$ cat src/rtl/spi_cmd_pkg.sv
package spi_cmd_pkg;
  localparam int NUM_REGS = 18;
  localparam int REG_AW   = 5;
  localparam int SYNC_LEN = 2;

  localparam logic [7:0] CMD_PIX   = 8'h01;
  localparam logic [7:0] CMD_START = 8'h02;
  localparam logic [7:0] CMD_STAT  = 8'h03;
  localparam logic [7:0] CMD_SRST  = 8'h04;
  localparam logic [3:0] WR_PFX    = 4'h4;
  localparam logic [2:0] RD_PFX    = 3'b100;

  typedef enum logic {DEC_CMD, DEC_WR} dec_state_e;

  function automatic logic [7:0] reg_default(input int idx);
    case (idx)
      8:       return 8'hFF;
      11:      return 8'h15;
      default: return 8'h00;
    endcase
  endfunction

  function automatic logic [NUM_REGS*8-1:0] default_image();
    logic [NUM_REGS*8-1:0] img;
    for (int i = 0; i < NUM_REGS; i++) img[8*i +: 8] = reg_default(i);
    return img;
  endfunction
endpackage

$ cat src/rtl/spi_cmd_shifter.sv
module spi_cmd_shifter #(
  parameter int SyncLen = spi_cmd_pkg::SYNC_LEN
) (
  input  logic       clk_i,
  input  logic       rst_ni,
  input  logic       sclk_i,
  input  logic       mosi_i,
  input  logic       csn_i,
  input  logic       tx_load_i,
  input  logic [7:0] tx_byte_i,
  output logic       byte_vld_o,
  output logic [7:0] rx_byte_o,
  output logic       frame_end_o,
  output logic       miso_o
);
  logic [SyncLen-1:0] sclk_s, mosi_s, csn_s;
  logic sclk_prev, csn_prev;
  logic sclk_q, mosi_q, csn_q;
  logic [2:0] bit_cnt;
  logic [6:0] rx_sh;
  logic [7:0] out_q;
  logic sclk_rise, cs_rise;

  always_ff @(posedge clk_i or negedge rst_ni) begin
    if (!rst_ni) begin
      sclk_s    <= '0;
      mosi_s    <= '0;
      csn_s     <= '1;
      sclk_prev <= 1'b0;
      csn_prev  <= 1'b1;
    end else begin
      sclk_s    <= {sclk_s[SyncLen-2:0], sclk_i};
      mosi_s    <= {mosi_s[SyncLen-2:0], mosi_i};
      csn_s     <= {csn_s[SyncLen-2:0], csn_i};
      sclk_prev <= sclk_q;
      csn_prev  <= csn_q;
    end
  end

  assign sclk_q = sclk_s[SyncLen-1];
  assign mosi_q = mosi_s[SyncLen-1];
  assign csn_q  = csn_s[SyncLen-1];

  // frame end has priority over a byte finishing in the same cycle
  assign sclk_rise = sclk_q & ~sclk_prev & ~csn_q;
  assign cs_rise   = csn_q & ~csn_prev;

  always_ff @(posedge clk_i or negedge rst_ni) begin
    if (!rst_ni) begin
      bit_cnt <= '0;
      rx_sh   <= '0;
    end else if (csn_q) begin
      bit_cnt <= '0;
    end else if (sclk_rise) begin
      bit_cnt <= bit_cnt + 3'd1;
      rx_sh   <= {rx_sh[5:0], mosi_q};
    end
  end

  always_ff @(posedge clk_i or negedge rst_ni) begin
    if (!rst_ni)        out_q <= '0;
    else if (csn_q)     out_q <= '0;
    else if (tx_load_i) out_q <= tx_byte_i;
  end

  assign byte_vld_o  = sclk_rise & (bit_cnt == 3'd7);
  assign rx_byte_o   = {rx_sh, mosi_q};
  assign frame_end_o = cs_rise;
  assign miso_o      = out_q[3'd7 - bit_cnt];
endmodule

$ cat src/rtl/spi_cmd_decoder.sv
module spi_cmd_decoder
  import spi_cmd_pkg::*;
#(
  parameter int NumRegs = NUM_REGS,
  parameter int AddrW   = REG_AW
) (
  input  logic             clk_i,
  input  logic             rst_ni,
  input  logic             byte_vld_i,
  input  logic [7:0]       rx_byte_i,
  input  logic             frame_end_i,
  input  logic [7:0]       status_i,
  input  logic [7:0]       pix_data_i,
  input  logic             pix_valid_i,
  input  logic [7:0]       rd_data_i,
  output logic [AddrW-1:0] rd_addr_o,
  output logic [7:0]       tx_byte_o,
  output logic             pix_pop_o,
  output logic             start_o,
  output logic             soft_rst_o,
  output logic             wr_en_o,
  output logic [AddrW-1:0] wr_addr_o,
  output logic [7:0]       wr_data_o
);
  dec_state_e st_q;
  logic [AddrW-1:0] ptr_q;
  logic is_cmd;

  assign is_cmd    = byte_vld_i && (st_q == DEC_CMD);
  assign rd_addr_o = rx_byte_i[AddrW-1:0];

  always_comb begin
    tx_byte_o = '0;
    pix_pop_o = 1'b0;
    if (is_cmd) begin
      if (rx_byte_i == CMD_PIX) begin
        if (pix_valid_i) begin
          tx_byte_o = pix_data_i;
          pix_pop_o = 1'b1;
        end
      end else if (rx_byte_i == CMD_STAT) begin
        tx_byte_o = status_i;
      end else if (rx_byte_i[7:5] == RD_PFX) begin
        tx_byte_o = rd_data_i;
      end
    end
  end

  assign wr_en_o   = byte_vld_i && (st_q == DEC_WR) && (ptr_q < AddrW'(NumRegs));
  assign wr_addr_o = ptr_q;
  assign wr_data_o = rx_byte_i;

  always_ff @(posedge clk_i or negedge rst_ni) begin
    if (!rst_ni) begin
      st_q  <= DEC_CMD;
      ptr_q <= '0;
    end else if (frame_end_i) begin
      st_q <= DEC_CMD;
    end else if (byte_vld_i) begin
      if (st_q == DEC_CMD) begin
        if (rx_byte_i[7:4] == WR_PFX) begin
          st_q  <= DEC_WR;
          ptr_q <= AddrW'(rx_byte_i[3:0]);
        end
      end else if (ptr_q != '1) begin
        ptr_q <= ptr_q + 1'b1;
      end
    end
  end

  always_ff @(posedge clk_i or negedge rst_ni) begin
    if (!rst_ni) begin
      start_o    <= 1'b0;
      soft_rst_o <= 1'b0;
    end else begin
      start_o    <= is_cmd && (rx_byte_i == CMD_START);
      soft_rst_o <= is_cmd && (rx_byte_i == CMD_SRST);
    end
  end
endmodule

$ cat src/rtl/spi_cmd_regfile.sv
module spi_cmd_regfile
  import spi_cmd_pkg::*;
#(
  parameter int NumRegs = NUM_REGS,
  parameter int AddrW   = REG_AW
) (
  input  logic                 clk_i,
  input  logic                 rst_ni,
  input  logic                 soft_rst_i,
  input  logic                 wr_en_i,
  input  logic [AddrW-1:0]     wr_addr_i,
  input  logic [7:0]           wr_data_i,
  input  logic [AddrW-1:0]     rd_addr_i,
  output logic [7:0]           rd_data_o,
  output logic [NumRegs*8-1:0] regs_o
);
  logic [7:0] mem [NumRegs];

  for (genvar g = 0; g < NumRegs; g++) begin : g_reg
    always_ff @(posedge clk_i or negedge rst_ni) begin
      if (!rst_ni)                                    mem[g] <= reg_default(g);
      else if (soft_rst_i)                            mem[g] <= reg_default(g);
      else if (wr_en_i && (wr_addr_i == AddrW'(g)))   mem[g] <= wr_data_i;
    end
    assign regs_o[8*g +: 8] = mem[g];
  end

  always_comb begin
    rd_data_o = '0;
    for (int i = 0; i < NumRegs; i++)
      if (rd_addr_i == AddrW'(i)) rd_data_o = mem[i];
  end
endmodule

$ cat src/rtl/spi_cmd_slave.sv
module spi_cmd_slave
  import spi_cmd_pkg::*;
#(
  parameter int NumRegs = NUM_REGS,
  parameter int SyncLen = SYNC_LEN
) (
  input  logic                 clk_i,
  input  logic                 rst_ni,
  input  logic                 sclk_i,
  input  logic                 mosi_i,
  input  logic                 csn_i,
  output logic                 miso_o,
  input  logic [7:0]           status_i,
  input  logic [7:0]           pix_data_i,
  input  logic                 pix_valid_i,
  output logic                 pix_pop_o,
  output logic                 start_o,
  output logic                 soft_rst_o,
  output logic [NumRegs*8-1:0] regs_o
);
  localparam int AddrW = REG_AW;

  logic             byte_vld, frame_end, wr_en;
  logic [7:0]       rx_byte, tx_byte, wr_data, rd_data;
  logic [AddrW-1:0] wr_addr, rd_addr;

  spi_cmd_shifter #(.SyncLen(SyncLen)) u_shift (
    .clk_i      (clk_i),
    .rst_ni     (rst_ni),
    .sclk_i     (sclk_i),
    .mosi_i     (mosi_i),
    .csn_i      (csn_i),
    .tx_load_i  (byte_vld),
    .tx_byte_i  (tx_byte),
    .byte_vld_o (byte_vld),
    .rx_byte_o  (rx_byte),
    .frame_end_o(frame_end),
    .miso_o     (miso_o)
  );

  spi_cmd_decoder #(.NumRegs(NumRegs), .AddrW(AddrW)) u_dec (
    .clk_i      (clk_i),
    .rst_ni     (rst_ni),
    .byte_vld_i (byte_vld),
    .rx_byte_i  (rx_byte),
    .frame_end_i(frame_end),
    .status_i   (status_i),
    .pix_data_i (pix_data_i),
    .pix_valid_i(pix_valid_i),
    .rd_data_i  (rd_data),
    .rd_addr_o  (rd_addr),
    .tx_byte_o  (tx_byte),
    .pix_pop_o  (pix_pop_o),
    .start_o    (start_o),
    .soft_rst_o (soft_rst_o),
    .wr_en_o    (wr_en),
    .wr_addr_o  (wr_addr),
    .wr_data_o  (wr_data)
  );

  spi_cmd_regfile #(.NumRegs(NumRegs), .AddrW(AddrW)) u_regs (
    .clk_i     (clk_i),
    .rst_ni    (rst_ni),
    .soft_rst_i(soft_rst_o),
    .wr_en_i   (wr_en),
    .wr_addr_i (wr_addr),
    .wr_data_i (wr_data),
    .rd_addr_i (rd_addr),
    .rd_data_o (rd_data),
    .regs_o    (regs_o)
  );
endmodule

$ cat config.mk
export PLATFORM = sky130hd
export DESIGN_NAME = spi_cmd_slave
export DESIGN_NICKNAME = d
export VERILOG_FILES = /design/src/rtl/spi_cmd_pkg.sv /design/src/rtl/spi_cmd_shifter.sv /design/src/rtl/spi_cmd_decoder.sv /design/src/rtl/spi_cmd_regfile.sv /design/src/rtl/spi_cmd_slave.sv
export SDC_FILE = /design/constraint.sdc
export NUM_CORES = 1
export LEC_CHECK = 0
export ABC_AREA = 1
export BUFFER_PORTS_ARGS = -buffer_cell sky130_fd_sc_hd__clkbuf_2
export CORE_MARGIN = 2
export CORE_UTILIZATION = 35
export CTS_BUF_LIST = sky130_fd_sc_hd__clkbuf_4 sky130_fd_sc_hd__clkbuf_8 sky130_fd_sc_hd__clkbuf_16
export DETAILED_ROUTE_END_ITERATION = 8
export SETUP_SLACK_MARGIN = 0.15
export SLEW_MARGIN = 20
export SYNTH_ARGS = -nofsm -noshare
export SYNTH_HDL_FRONTEND = slang
export SYNTH_SLANG_ARGS = --single-unit
export TNS_END_PERCENT = 50
$ cat constraint.sdc
create_clock -name clk_i -period 2.55 [get_ports clk_i]
set_clock_uncertainty 0.2 [all_clocks]
set_input_delay 0.255 -clock clk_i [delete_from_list [all_inputs] [get_ports clk_i]]
set_output_delay 0.255 -clock clk_i [all_outputs]
set_load 0.01 [all_outputs]
# Word level (Yosys, flattened, before mapping)
# Index checks and enable logic that the tools add are counted.
# classes
n_addsub,3
n_lt_le_gt_ge,2
eq_ne,43
muxes,75
bitwise_logic,9
reduce_logical,49
# op_table
cell,count
$mux 8,61
$eq 5x4->1 const B,16
$reduce_bool 2->1,22
$eq 5x3->1 const B,8
$logic_and 1x1->1,23
$eq 5x2->1 const B,4
$eq 5x5->1 const B,4
$eq 8x2->1 const B,2
$mux 5,3
$eq 5x1->1 const B,2
$logic_not 5->1,2
$eq 8x1->1 const B,1
$eq 8x3->1 const B,1
$mux 1,8
$eq 3x3->1 const B,2
$mux 3,2
$add 5x1->5 const B,1
$lt 5x5->1 const B,1
$ne 5x5->1 const B,1
$not 1->1,5
$and 1x1->1,4
$eq 4x3->1 const B,1
$lt 3x4->1 const B,1
$reduce_and 4->1,1
other kinds (5),5
# word_totals
regBits,178
inputBits,22
out_inout_bits,148
elab_cells,211

# Longest topological paths before layout
# logic_depth
depth_word,25
depth_mapped,20
mapped_depth_nobuf,20

# Modules after synthesis
# A second synthesis with hierarchy kept.
# unflattened
hier_cells,1131
area_unflattened_um2,8878.5
# modules_own_cells
mod,instances,cells_each,area_each_um2,seq_area_each_um2
spi_cmd_regfile,1,869,6751.5,3617.2
spi_cmd_shifter,1,110,1096.1,654.4
spi_cmd_decoder,1,152,1031.0,200.2

# Worst setup path before layout
# Ideal clock, no wire load.
# synth_timing
path_kind,register to register
startpoint,reg u_shift.bit_cnt[0]
endpoint,reg u_regs.mem (netlist bit u_regs.regs_o[4])
setup_ns,0.135
arrival_time_ns,1.857
required_ns,2.215
slack_ns,0.358
stages_incl_launch_ff,12
path_buffers,1
synth_period_minus_slack_ns,2.192
path_cell_list,dfrtp_1 -> ha_1 -> ha_1 -> nand2_4 -> nor2_8 -> nand2_8 -> clkinv_4 -> nand2_4 -> nor2_1 -> nor2_1 -> buf_2 -> o21ai_0
# synth_via
elab_chain_cells,6
# synth_lines
element,line_no,rtl
"start, declared",spi_cmd_shifter.sv:19,logic [2:0] bit_cnt;
"start signal, assigned",spi_cmd_shifter.sv:55,bit_cnt <= bit_cnt + 3'd1;
$eq 3x3->1,spi_cmd_shifter.sv:66,assign byte_vld_o = sclk_rise & (bit_cnt == 3'd7);
$and 1x1->1,spi_cmd_shifter.sv:66,
$logic_and 1x1->1 (2 in series),spi_cmd_decoder.sv:49,assign wr_en_o = byte_vld_i && (st_q == DEC_WR) && (ptr_q < AddrW'(NumRegs));
$logic_and 1x1->1,spi_cmd_regfile.sv:23,else if (wr_en_i && (wr_addr_i == AddrW'(g))) mem[g] <= wr_data_i;
$reduce_bool 2->1 (no source line),n/a,
"end signal, assigned by index",spi_cmd_regfile.sv:21,if (!rst_ni) mem[g] <= reg_default(g);
"end signal, assigned by index",spi_cmd_regfile.sv:22,else if (soft_rst_i) mem[g] <= reg_default(g);
"end signal, assigned by index",spi_cmd_regfile.sv:23,
"end, declared",spi_cmd_regfile.sv:17,logic [7:0] mem [NumRegs];
# Every way passes these cells.
# A chain may end at the register's enable or synchronous reset.

# Worst setup path after layout
# layout_timing
startpoint,reg u_shift.mosi_s[1]
endpoint,reg u_shift.out_q[1]
# layout_via
elab_chain_cells,25
word_cells_on_any_way,44
cone_classes,eq/ne (19); mux (24); reduce/logical (1)
# layout_lines
element,line_no,rtl
"start, declared",spi_cmd_shifter.sv:16,"logic [SyncLen-1:0] sclk_s, mosi_s, csn_s;"
"start signal, assigned",spi_cmd_shifter.sv:33,"mosi_s <= {mosi_s[SyncLen-2:0], mosi_i};"
$logic_not 5->1,spi_cmd_regfile.sv:31,if (rd_addr_i == AddrW'(i)) rd_data_o = mem[i];
$mux 8 (18 in series),spi_cmd_regfile.sv:31,
$mux 8,spi_cmd_decoder.sv:43,end else if (rx_byte_i[7:5] == RD_PFX) begin
$mux 8,spi_cmd_decoder.sv:41,end else if (rx_byte_i == CMD_STAT) begin
$mux 8 (*),spi_cmd_decoder.sv:36,if (rx_byte_i == CMD_PIX) begin
$mux 8 (*),spi_cmd_decoder.sv:35,if (is_cmd) begin
$mux 8 (*),spi_cmd_shifter.sv:63,else if (tx_load_i) out_q <= tx_byte_i;
$mux 8 (*),spi_cmd_shifter.sv:62,else if (csn_q) out_q <= '0;
"end signal, assigned",spi_cmd_shifter.sv:63,
"end, declared",spi_cmd_shifter.sv:21,logic [7:0] out_q;
# Every way passes the cells marked *; elsewhere a longest branch is shown, timed or not. The select of a mux whose other input is x is not followed.

==> impl_results.md <==
* Number of rows in the core area at 57
* Area growth syn-to-layout at 34.1%
* Hold path startpoint: pix_valid_i
* Via count at 8437
* Average instance area after synthesis at 8.12 µm²
* Utilization of the core after routing at 0.481
* Sequential cell area at 4480 µm²
* Share of the clock period used by the worst path after layout at 0.985
* Worst setup EP type: flop
* Worst r2r path cells at 17
* Hold Violations, Final at 0
* Placeable core region at 24500 µm²
* CTS tree: yes
* Effective utilization at floorplan at 0.359
* Fin area at 11800 µm²
* Maximum fanout along the worst path at 8
* FF-to-FF End: u_shift.out_q[1]$_DFFE_PN0P_
* Root Buffer: sky130_fd_sc_hd__clkbuf_16
* Gp weighted congestion at 0.947
* Post-synthesis net count at 1110
* Kind of start point of the critical path: flop
* Worst reg2reg startpoint: u_shift.mosi_s[1]$_DFF_PN0_
* Antenna diode count at 0
* Clock-pin slew reported for the worst setup and hold paths after clock tree synthesis at 0.07 ns
* Worst-Skew Late Latency at 0.43 ns
* Total of flip-flops plus latches after synthesis at 178
* Worst vdd ir at 0.000404 V
* Most frequently used flop master after synthesis: sky130_fd_sc_hd__dfrtp_1
* IO buf count at 169
* Vias in the first global route at 8032
* Leakage power summed over all cells at 5.88 nW
* Worst min-delay path class: in -> reg
* Number of distinct library cells after synthesis at 43
* Transition time at the pin with the least slew margin at 0.921 ns
* Highest cell delay on the worst timing path at 0.42 ns
* CTS sink count at 178
* Result of the run: completed
* Final ANT Viol Nets at 0
* Final global-route overflow total at 0
* Layout Nets at 1381
* Routed length per placed instance at 18.9 µm
* Instance count of the mapped netlist at 1080
* Type of the setup path with the least slack: reg -> reg
* Number of remaining DRC errors at 0
* Sequential element share of the synthesized area at 0.510
* Drt pass-1 iters at 5
* Commonest non-fill, non-tap cells in the layout: sky130_fd_sc_hd__nand2_1 (318), sky130_fd_sc_hd__o21ai_0 (167), sky130_fd_sc_hd__clkbuf_2 (167)
* RSZ-0062 raised after global routing: true
* Wire length of the first global-routing pass at 48200 µm
* Flop2flop setup slack at 0.04 ns
* Chain of cells forming the critical path: inv_2 -> nand2_2 -> nor2_4 -> nand2_4 -> buf_4 -> o21ai_4 -> nand4_1 -> nand2_2 -> nand4_1 -> nand2_2 -> nand3_2 -> nand2_1 -> nand4_1 -> nand2_1 -> nand2_1 -> nand2_2 -> nand2_1
* Pins Over Slew Limit at 0
* Initial antenna violation count at 0
* Max Clk Rate at 0.398 GHz
* Pin count of the biggest net entering global routing at 56
* Die Footprint at 26300 µm²
* Total CTS buffers at 17
* Worst hold stages at 5
* Avg Vias per Cell at 5.00
* Total buffers and inverters traversed by the critical path at 2
* Filler cells at 2368
* Syn. warnings at 0
* Terminating pin of the worst hold path: u_shift.out_q[1]$_DFFE_PN0P_
* Ratio of cells with drive above 1 in the final layout at 0.323
* Most frequent standard cell in the layout excluding fill and tap cells: sky130_fd_sc_hd__nand2_1
* H-tree depth reported by CTS at 4
* Data arrival time of the critical path at 2.63 ns
* Total area of multi-input combinational cells at 3900 µm²
* Vertical die dimension at 162 µm
* Overall fraction of global-route tracks in use at 0.243
* Num ports at 170
* Die width at 162 µm
* Ys async rst share at 1.00
* Count of flip-flops with a built-in enable after synthesis at 0
* Slew Limit Headroom at 0.385
* Required arrival time at the worst endpoint at 2.67 ns
* Summed instance area of the synthesized netlist at 8770 µm²
* Placed Area at 10400 µm²
* Setup Viol. Count Final at 0
* Iteration-0 DRC Markers at 804
* Top delay family on crit path: simple AND/OR/NAND/NOR gates
* Reported max-cap violation count at 0
* Buffer depth of the longest clock path at 2
* P per Cell Area at 609 nW/µm²
* Time the final worst path needs with I/O delays and setup at 2.51 ns
* Total wire length after detailed routing at 31800 µm
* Post-DP HPWL at 23800 µm
* CP max stage cell: sky130_fd_sc_hd__dfrtp_1
worst max path at each step:
| stage | start | end | cells past startpoint |
|---|---|---|---|
| 2_1_floorplan | u_shift.bit_cnt[0]$_DFFE_PN0P_ | u_regs.regs_o[4]$_DFFE_PN0P_ | 11 |
| 3_3_place_gp | u_shift.rx_sh[0]$_DFFE_PN0P_ | u_shift.out_q[3]$_DFFE_PN0P_ | 19 |
| 3_5_place_dp | u_shift.rx_sh[0]$_DFFE_PN0P_ | u_shift.out_q[3]$_DFFE_PN0P_ | 19 |
| 4_1_cts | u_shift.mosi_s[1]$_DFF_PN0_ | u_shift.out_q[4]$_DFFE_PN0P_ | 20 |
| 5_1_grt | u_shift.mosi_s[1]$_DFF_PN0_ | u_shift.out_q[5]$_DFFE_PN0P_ | 17 |
| 6_report | u_shift.mosi_s[1]$_DFF_PN0_ | u_shift.out_q[1]$_DFFE_PN0P_ | 17 |
where the power goes:
group	internal (W)	switching [W]
Combinational	0.000436	0.000845
Sequential	0.00286	0.0000510
Clock	0.00180	0.00118
Total	0.00509	0.00208
registers in the layout, summed over array words and instances, names as in the netlist:
| register | flops |
|---|---|
| u_shift.csn_s | 2 |
| u_shift.rx_sh | 7 |
| u_dec.start_o | 1 |
| u_dec.wr_addr_o | 5 |
| u_shift.bit_cnt | 3 |
| u_shift.sclk_prev | 1 |
| u_shift.mosi_s | 2 |
| u_shift.csn_prev | 1 |
| u_dec.soft_rst_o | 1 |
| u_regs.regs_o | 144 |
| u_dec.st_q | 1 |
| u_shift.sclk_s | 2 |
| u_shift.out_q | 8 |
Yosys cell counts (all sizes together) (8+ instances only):
library cell  count  area (µm²)
dfrtp           164        4100
or2              12        75.1
nor2             64         342
nand3            30         160
dfstp            14         368
nand2           355        1390
buf              14         110
a21oi            25         125
clkbuf           15        56.3
nand4            21         131
o21ai           195        1000
ha                8         100
inv             128         480
cells by family (layout without fill, tap and decap cells):
group | count (synthesis) | in the layout | share of synthesized area
buf+inv | 161 | 445 | 0.0760
simple gates | 495 | 495 | 0.249
fa+ha+maj | 8 | 8 | 0.0114
compound gates | 238 | 238 | 0.154
flops | 178 | 178 | 0.510
tightest hold or removal path: stages:
cell and delay (ns):
sky130_fd_sc_hd__clkbuf_2 0.08, sky130_fd_sc_hd__inv_1 0.07, sky130_fd_sc_hd__nor3_1 0.09, sky130_fd_sc_hd__a21oi_1 0.13
sky130_fd_sc_hd__nand2_1 0.07
layer usage:
metal  GRT usage  share of wire  vias up
met5           0              0        -
met4      0.0692          0.021        0
met3      0.0319          0.067       47
met2       0.378           0.46      347
met1       0.358           0.45     4018
li1            -              -     4025
stage by stage:
stage | cells | power, W | TNS (ns) | worst slack, ns | hold WS [ns]
2_1_floorplan | 1080 | 0.00344 | 0 | 0.358 | -0.241
3_3_place_gp | 1611 | 0.00402 | -0.323 | -0.172 | 0.0240
3_5_place_dp | 1611 | 0.00403 | -0.466 | -0.192 | 0.0282
4_1_cts | 1674 | 0.00713 | -0.0192 | -0.0182 | 0.0798
5_1_grt | 1688 | 0.00741 | -0.727 | -0.143 | 0.155
6_report | 1688 | 0.00717 | 0 | 0.0383 | 0.102
final cells by class:
type | count | area share
sequential | 178 | 0.380
multi-input combinational | 741 | 0.332
timing repair buffer | 279 | 0.152
inverter | 132 | 0.0436
clock buffer | 19 | 0.0380
tap | 324 | 0.0344
clock inverter | 13 | 0.0185
timing repair inverter | 2 | 0.00128
timing repair:
item / CTS / global route
hold buffers: 20 / 0
endpoints found under the setup margin: 9 / 76
gates cloned: 0 / 2
setup buffers: 11 / 12
resized for setup: 45 / 52
pin swaps: 40 / 56
endpoints found under the hold margin: 57 / 0
Power figures use the tool's default switching activity.
